### config.mk
export PLATFORM = sky130hd
export DESIGN_NAME = divphase_meter
export DESIGN_NICKNAME = d
export VERILOG_FILES = /design/src/rtl/pm_pkg.sv /design/src/rtl/pm_edge_div.sv /design/src/rtl/pm_phase_det.sv /design/src/rtl/pm_duty_cnt.sv /design/src/rtl/divphase_meter.sv
export SDC_FILE = /design/constraint.sdc
export NUM_CORES = 1
export LEC_CHECK = 0
export BUFFER_PORTS_ARGS = -buffer_cell sky130_fd_sc_hd__clkbuf_2
export CAP_MARGIN = 10
export CORE_MARGIN = 2
export CORE_UTILIZATION = 55
export CTS_CLUSTER_DIAMETER = 30
export DETAILED_ROUTE_END_ITERATION = 16
export PLACE_DENSITY = 0.76
export SLEW_MARGIN = 20
export SYNTH_ARGS = -nofsm -noshare
export SYNTH_HDL_FRONTEND = slang
export SYNTH_SLANG_ARGS = --single-unit
### constraint.sdc
create_clock -name clk -period 2.8 [get_ports clk]
set_input_delay 0.28 -clock clk [delete_from_list [all_inputs] [get_ports clk]]
set_output_delay 0.28 -clock clk [all_outputs]
set_load 0.05 [all_outputs]
### src/rtl/pm_pkg.sv
package pm_pkg;
  localparam int unsigned NUM_CH = 2;
  localparam int unsigned CH_REF = 0;
  localparam int unsigned CH_UNK = 1;

  typedef struct packed {
    logic ref_ev;
    logic unk_ev;
  } ev_pair_t;
endpackage

### src/rtl/pm_edge_div.sv
module pm_edge_div #(
  parameter int unsigned DIV_W = 16
) (
  input  logic             clk,
  input  logic             rst_n,
  input  logic             sig_i,
  input  logic [DIV_W-1:0] ratio_i,
  output logic             ev_o
);
  localparam logic [DIV_W-1:0] ONE = {{(DIV_W-1){1'b0}}, 1'b1};

  logic             prev_q, prev_d;
  logic [DIV_W-1:0] cnt_q, cnt_d;
  logic             ev_q, ev_d;
  logic             rise;
  logic [DIV_W-1:0] term;

  // next state: count rising edges, pulse on terminal count and reload
  always_comb begin
    rise   = sig_i & ~prev_q;
    term   = (ratio_i == '0) ? '0 : (ratio_i - ONE);
    prev_d = sig_i;
    cnt_d  = cnt_q;
    ev_d   = 1'b0;
    if (rise) begin
      if (cnt_q >= term) begin
        cnt_d = '0;
        ev_d  = 1'b1;
      end else begin
        cnt_d = cnt_q + ONE;
      end
    end
  end

  always_ff @(posedge clk or negedge rst_n) begin
    if (!rst_n) begin
      prev_q <= 1'b0;
      cnt_q  <= '0;
      ev_q   <= 1'b0;
    end else begin
      prev_q <= prev_d;
      cnt_q  <= cnt_d;
      ev_q   <= ev_d;
    end
  end

  assign ev_o = ev_q;

  // an event needs a fresh rising edge, so it never lasts two cycles
  p_ev_single_r2: assert property (@(posedge clk) disable iff (!rst_n)
    ev_q |=> !ev_q);
endmodule

### src/rtl/pm_phase_det.sv
module pm_phase_det
  import pm_pkg::*;
(
  input  logic     clk,
  input  logic     rst_n,
  input  ev_pair_t ev_i,
  output logic     pwm_o
);
  logic pwm_q, pwm_d;

  // clear wins over set, so a coincident pair leaves the line low
  always_comb begin
    pwm_d = pwm_q;
    if (ev_i.unk_ev)      pwm_d = 1'b0;
    else if (ev_i.ref_ev) pwm_d = 1'b1;
  end

  always_ff @(posedge clk or negedge rst_n) begin
    if (!rst_n) pwm_q <= 1'b0;
    else        pwm_q <= pwm_d;
  end

  assign pwm_o = pwm_q;

  p_set_r3: assert property (@(posedge clk) disable iff (!rst_n)
    (ev_i.ref_ev && !ev_i.unk_ev) |=> pwm_o);

  p_coinc_clear_r4: assert property (@(posedge clk) disable iff (!rst_n)
    ev_i.unk_ev |=> !pwm_o);
endmodule

### src/rtl/pm_duty_cnt.sv
module pm_duty_cnt #(
  parameter int unsigned CNT_W = 16
) (
  input  logic             clk,
  input  logic             rst_n,
  input  logic             ref_ev_i,
  input  logic             pwm_i,
  output logic [CNT_W-1:0] word_o,
  output logic             valid_o
);
  localparam logic [CNT_W-1:0] MAX = {CNT_W{1'b1}};
  localparam logic [CNT_W-1:0] ONE = {{(CNT_W-1){1'b0}}, 1'b1};

  logic [CNT_W-1:0] acc_q, acc_d, word_q, word_d, total;
  logic             started_q, started_d, valid_q, valid_d;

  always_comb begin
    total     = acc_q;
    if (pwm_i && acc_q != MAX) total = acc_q + ONE;
    acc_d     = total;
    word_d    = word_q;
    valid_d   = 1'b0;
    started_d = started_q;
    if (ref_ev_i) begin
      acc_d     = '0;
      word_d    = total;
      valid_d   = started_q;
      started_d = 1'b1;
    end
  end

  always_ff @(posedge clk or negedge rst_n) begin
    if (!rst_n) begin
      acc_q     <= '0;
      word_q    <= '0;
      started_q <= 1'b0;
      valid_q   <= 1'b0;
    end else begin
      acc_q     <= acc_d;
      word_q    <= word_d;
      started_q <= started_d;
      valid_q   <= valid_d;
    end
  end

  assign word_o  = word_q;
  assign valid_o = valid_q;

  p_valid_pulse_r5: assert property (@(posedge clk) disable iff (!rst_n)
    valid_q |=> !valid_q);

  p_first_silent_r6: assert property (@(posedge clk) disable iff (!rst_n)
    (ref_ev_i && !started_q) |=> !valid_q);

  p_sat_hold_r8: assert property (@(posedge clk) disable iff (!rst_n)
    (acc_q == MAX && pwm_i && !ref_ev_i) |=> acc_q == MAX);
endmodule

### src/rtl/divphase_meter.sv
module divphase_meter
  import pm_pkg::*;
#(
  parameter int unsigned DIV_W = 16,
  parameter int unsigned CNT_W = 16
) (
  input  logic             clk,
  input  logic             rst_n,
  input  logic             ref_in,
  input  logic             unk_in,
  input  logic [DIV_W-1:0] ref_ratio,
  input  logic [DIV_W-1:0] unk_ratio,
  output logic             pwm_out,
  output logic [CNT_W-1:0] phase_word,
  output logic             phase_valid
);
  logic [NUM_CH-1:0] sig_vec;
  logic [DIV_W-1:0]  ratio_vec [NUM_CH];
  logic [NUM_CH-1:0] ev_vec;
  ev_pair_t          ev;

  assign sig_vec[CH_REF]   = ref_in;
  assign sig_vec[CH_UNK]   = unk_in;
  assign ratio_vec[CH_REF] = ref_ratio;
  assign ratio_vec[CH_UNK] = unk_ratio;

  for (genvar g = 0; g < NUM_CH; g++) begin : g_div
    pm_edge_div #(.DIV_W(DIV_W)) u_div (
      .clk     (clk),
      .rst_n   (rst_n),
      .sig_i   (sig_vec[g]),
      .ratio_i (ratio_vec[g]),
      .ev_o    (ev_vec[g])
    );
  end

  assign ev.ref_ev = ev_vec[CH_REF];
  assign ev.unk_ev = ev_vec[CH_UNK];

  pm_phase_det u_det (
    .clk   (clk),
    .rst_n (rst_n),
    .ev_i  (ev),
    .pwm_o (pwm_out)
  );

  pm_duty_cnt #(.CNT_W(CNT_W)) u_cnt (
    .clk      (clk),
    .rst_n    (rst_n),
    .ref_ev_i (ev.ref_ev),
    .pwm_i    (pwm_out),
    .word_o   (phase_word),
    .valid_o  (phase_valid)
  );

  // reset holds every output quiet
  p_reset_quiet_r1: assert property (@(posedge clk)
    !rst_n |-> (!pwm_out && !phase_valid && phase_word == '0));
endmodule

==> summary.md <==
| Metric | Value |
|---|---|
| Crit-path slowest cell | `or4_1` |
| Die width | `95.1 µm` |
| Setup CP Type | `input port to register` |
| Worst setup EP type | `register` |
| Crit start category | `input port` |
| Mux cell area share after synthesis | `0.00686` |
| CP max stage delay | `0.56 ns` |
| Register-to-register path setup slack | `0.69 ns` |
| Setup violations, final | `0` |
| Core area | `0.00813 mm²` |
| Critical Path, Cell by Cell | `clkbuf_2, or4_1, or3_4, and2_1, ha_1, nand2b_1, a2111o_1, a31oi_4, buf_4, nand3_1, o21ai_0` |
| # diodes | `0` |
| Via count | `3,966` |
| Vias in the first global route | `3,823` |
| Outcome | `finished, violations left` |
| DRC viols | `0` |
| DRT iter0 DRCs | `189` |
| Clock buffer depth | `2` |
| Pre-Repair DR Iteration Count | `5` |
| Non-Filler Instances | `726` |
| Register area share after synthesis | `0.390` |
| Final GP Congestion | `0.881` |
| Layout Skew | `0.00675 ns` |
| Layout cell share with drive strength beyond 1 | `0.214` |
| Final Hold Fails | `6` |
| Hold Crit Class | `input port to asynchronous set/reset pin` |
| Gate Count Post-Synth | `515` |
| Worst R2R End | `g_div[0].u_div.cnt_q[1]` |
| Commonest cells after routing, fill and taps aside | `nor2_1, dfrtp_1, nand2_1, clkbuf_2, buf_4` |
| Number of max-cap violations | `0` |
| Clock-pin slew on the worst setup and hold paths | `0.07 ns` |
| Die Y | `95.1 µm` |
| CTS buffer count | `9` |
| F_max | `381 MHz` |
| Tot Pwr | `2450 µW` |
| Worst setup endpoint | `g_div[1].u_div.cnt_q[1]` |
| Dpl cells | `710` |
| Xor and xnor area share after synthesis | `0.119` |
| Primary FF master, synth | `dfrtp_1` |
| Final Critical Period | `2.62 ns` |
| Largest delay share family, worst path | `simple AND/OR/NAND/NOR gates` |
| Max H-tree Level | `3` |
| Leak | `0.00271 µW` |
| Compound-cell area share of the yosys netlist | `0.0809` |
| Initial Util | `0.561` |
| Syn nets | `590` |
| Crit path buf inv count | `2` |
| Cell variety after synth | `45` |
| CP Data Arrival Time | `2.88 ns` |
| Post-CTS sizing | `0` |
| Largest family of logic cells by synthesized area | `simple AND/OR/NAND/NOR gates` |
| Yosys warns | `0` |
| Final core utilization | `0.678` |
| Rows | `33` |
| Levels on crit path | `11` |
| Critical Path Fanout Max | `8` |
| Post-route ant nets | `0` |
| Vias per cell | `5.46` |
| RSZ-0062 raised after global routing | `no` |
| Post-DP HPWL | `7500 µm` |
| Max Slew Vio Count | `0` |
| Yosys reg bits | `71` |
| Largest net degree at the start of global routing | `41` |
| Post-synthesis cell area | `0.00456 mm²` |
| Power per cell area | `445 mW/mm²` |
| CP Data Required Time | `3.05 ns` |
| Worst r2r src | `g_div[0].u_div.cnt_q[0]` |
| EDFF count, synth | `0` |
| Commonest non-fill, non-tap cell in the layout | `nor2_1` |
| Post-Synth Adder-Cell Area | `0.107` |
| Clock latency on the worst-skew pair | `0.34 ns` |
| Total track usage | `0.229` |
| Aggregate routed wire length | `9550 µm` |
| First-pass GRT wire length | `16,500 µm` |
| Slew HR | `0.523` |
| Reg2Reg Depth | `8` |
| Synth Area per Inst | `8.86 µm²` |
| Simple-gate share of the synthesized area | `0.278` |
| Hold WS | `-0.00940 ns` |
| Failing checks | `negative hold slack` |
| # port buffers | `53` |
| Wire per inst | `13.2 µm` |
| Worst-margin pin slew | `0.715 ns` |
| Area growth from synthesis to layout | `20.9%` |
| Die ar. | `0.00904 mm²` |
| # nets final | `691` |
| I/O pin count | `54` |
| Global route overflow | `0` |
| Async SR Flop Fraction | `1.00` |
| TritonCTS sink count | `71` |
| Cts hold-fix bufs | `0` |
| CTS tree | `yes` |
| Setup crit start | `unk_ratio[13]` |
| CTS root buffer | `clkbuf_8` |
| Initial antenna violation count | `0` |
| Post-CTS Setup Inserts | `0` |
| Fin crit share | `0.937` |
| Peak supply drop | `0.000277 V` |
[cell usage after synthesis, types with 3 or more instances]
master	instances	area share
nor3_1	24	0.026
nor2b_1	5	0.0069
dfrtp_1	71	0.39
and4_1	3	0.0058
xnor2_1	28	0.054
a21oi_1	31	0.034
xor2_1	34	0.065
nand2_1	63	0.052
nand2b_1	7	0.0096
nand4_1	20	0.027
and2_1	6	0.0082
clkbuf_1	7	0.0058
o21ai_0	7	0.0077
nand3_1	19	0.021
or3_1	4	0.0055
or2_2	3	0.0041
o211ai_1	4	0.0066
nor2_1	85	0.070
ha_1	39	0.11
nand4b_1	3	0.0058
nor4_1	6	0.0082
and3_1	9	0.012
inv_1	8	0.0066
[logic make-up after synthesis]
group                    count (synthesis)
buffers and inverters                   18
flip-flops                              71
AND/OR/NAND/NOR                        264
AO/OA/AOI/OAI                           58
adder cells (fa/ha/maj)                 39
XOR/XNOR                                62
multiplexers                             3
[worst min-delay path by stage]
stage	end	slack (ns)	depth (start not counted)
2_1_floorplan	g_div[0].u_div.cnt_q[0]	-0.02	0
3_3_place_gp	u_cnt.word_o[6]	0.37	1
3_5_place_dp	u_cnt.word_o[6]	0.37	1
4_1_cts	u_cnt.word_o[6]	0.004	1
5_1_grt	u_cnt.word_o[6]	0.02	1
6_report	u_cnt.word_o[6]	-0.009	1
[worst reg2reg max path, delay by kind of cell (launching register included)]
family	cells	cell delay, ns
buf+inv	2	0.28
simple gates	2	0.19
flops	1	0.38
compound gates	3	0.90
fa+ha+maj	1	0.29
[layout make-up]
type | count | area (µm²)
Fill cell | 630 | 2620
Clock inverter | 5 | 32.5
Timing Repair Buffer | 100 | 656
Tap cell | 105 | 131
Sequential cell | 71 | 1780
Inverter | 8 | 30.0
Multi-Input combinational cell | 426 | 2740
Clock buffer | 11 | 151
[per-stage QoR]
step / setup TNS (ns) / hold slack (ns) / setup slack [ns] / cell area [µm²]
after CTS: 0 / 0.00351 / 0.164 / 5510
after global routing: 0 / 0.0234 / 0.0263 / 5510
after floorplan: 0 / -0.0156 / 0.0110 / 4600
final: 0 / -0.00940 / 0.175 / 5510
after global placement: -2.77 / 0.367 / -0.118 / 5330
after detailed placement: -4.84 / 0.368 / -0.211 / 5330
[power by group]
group | switching [µW] | total (µW) | internal, µW
combinational | 261 | 503 | 242
clock | 375 | 741 | 366
sequential | 105 | 1210 | 1100
total | 741 | 2450 | 1710
[sequential cells by signal (all words and copies together), names as in the netlist]
register / cells
u_cnt.started_q: 1
u_cnt.acc_q: 16
g_div.u_div.cnt_q: 32
g_div.u_div.ev_o: 2
u_cnt.valid_o: 1
u_cnt.word_o: 16
u_det.pwm_o: 1
g_div.u_div.prev_q: 2
[per-layer routing]
metal / track usage / vias up / wire (µm) / part of all wire
met4: 0.0785 / 0 / 168 / 0.018
li1: - / 2003 / - / -
met2: 0.384 / 87 / 4640 / 0.49
met1: 0.298 / 1860 / 4410 / 0.46
met5: 0 / - / 0 / 0
met3: 0.0411 / 16 / 338 / 0.035
No activity file was read; power rests on OpenSTA's default activity.
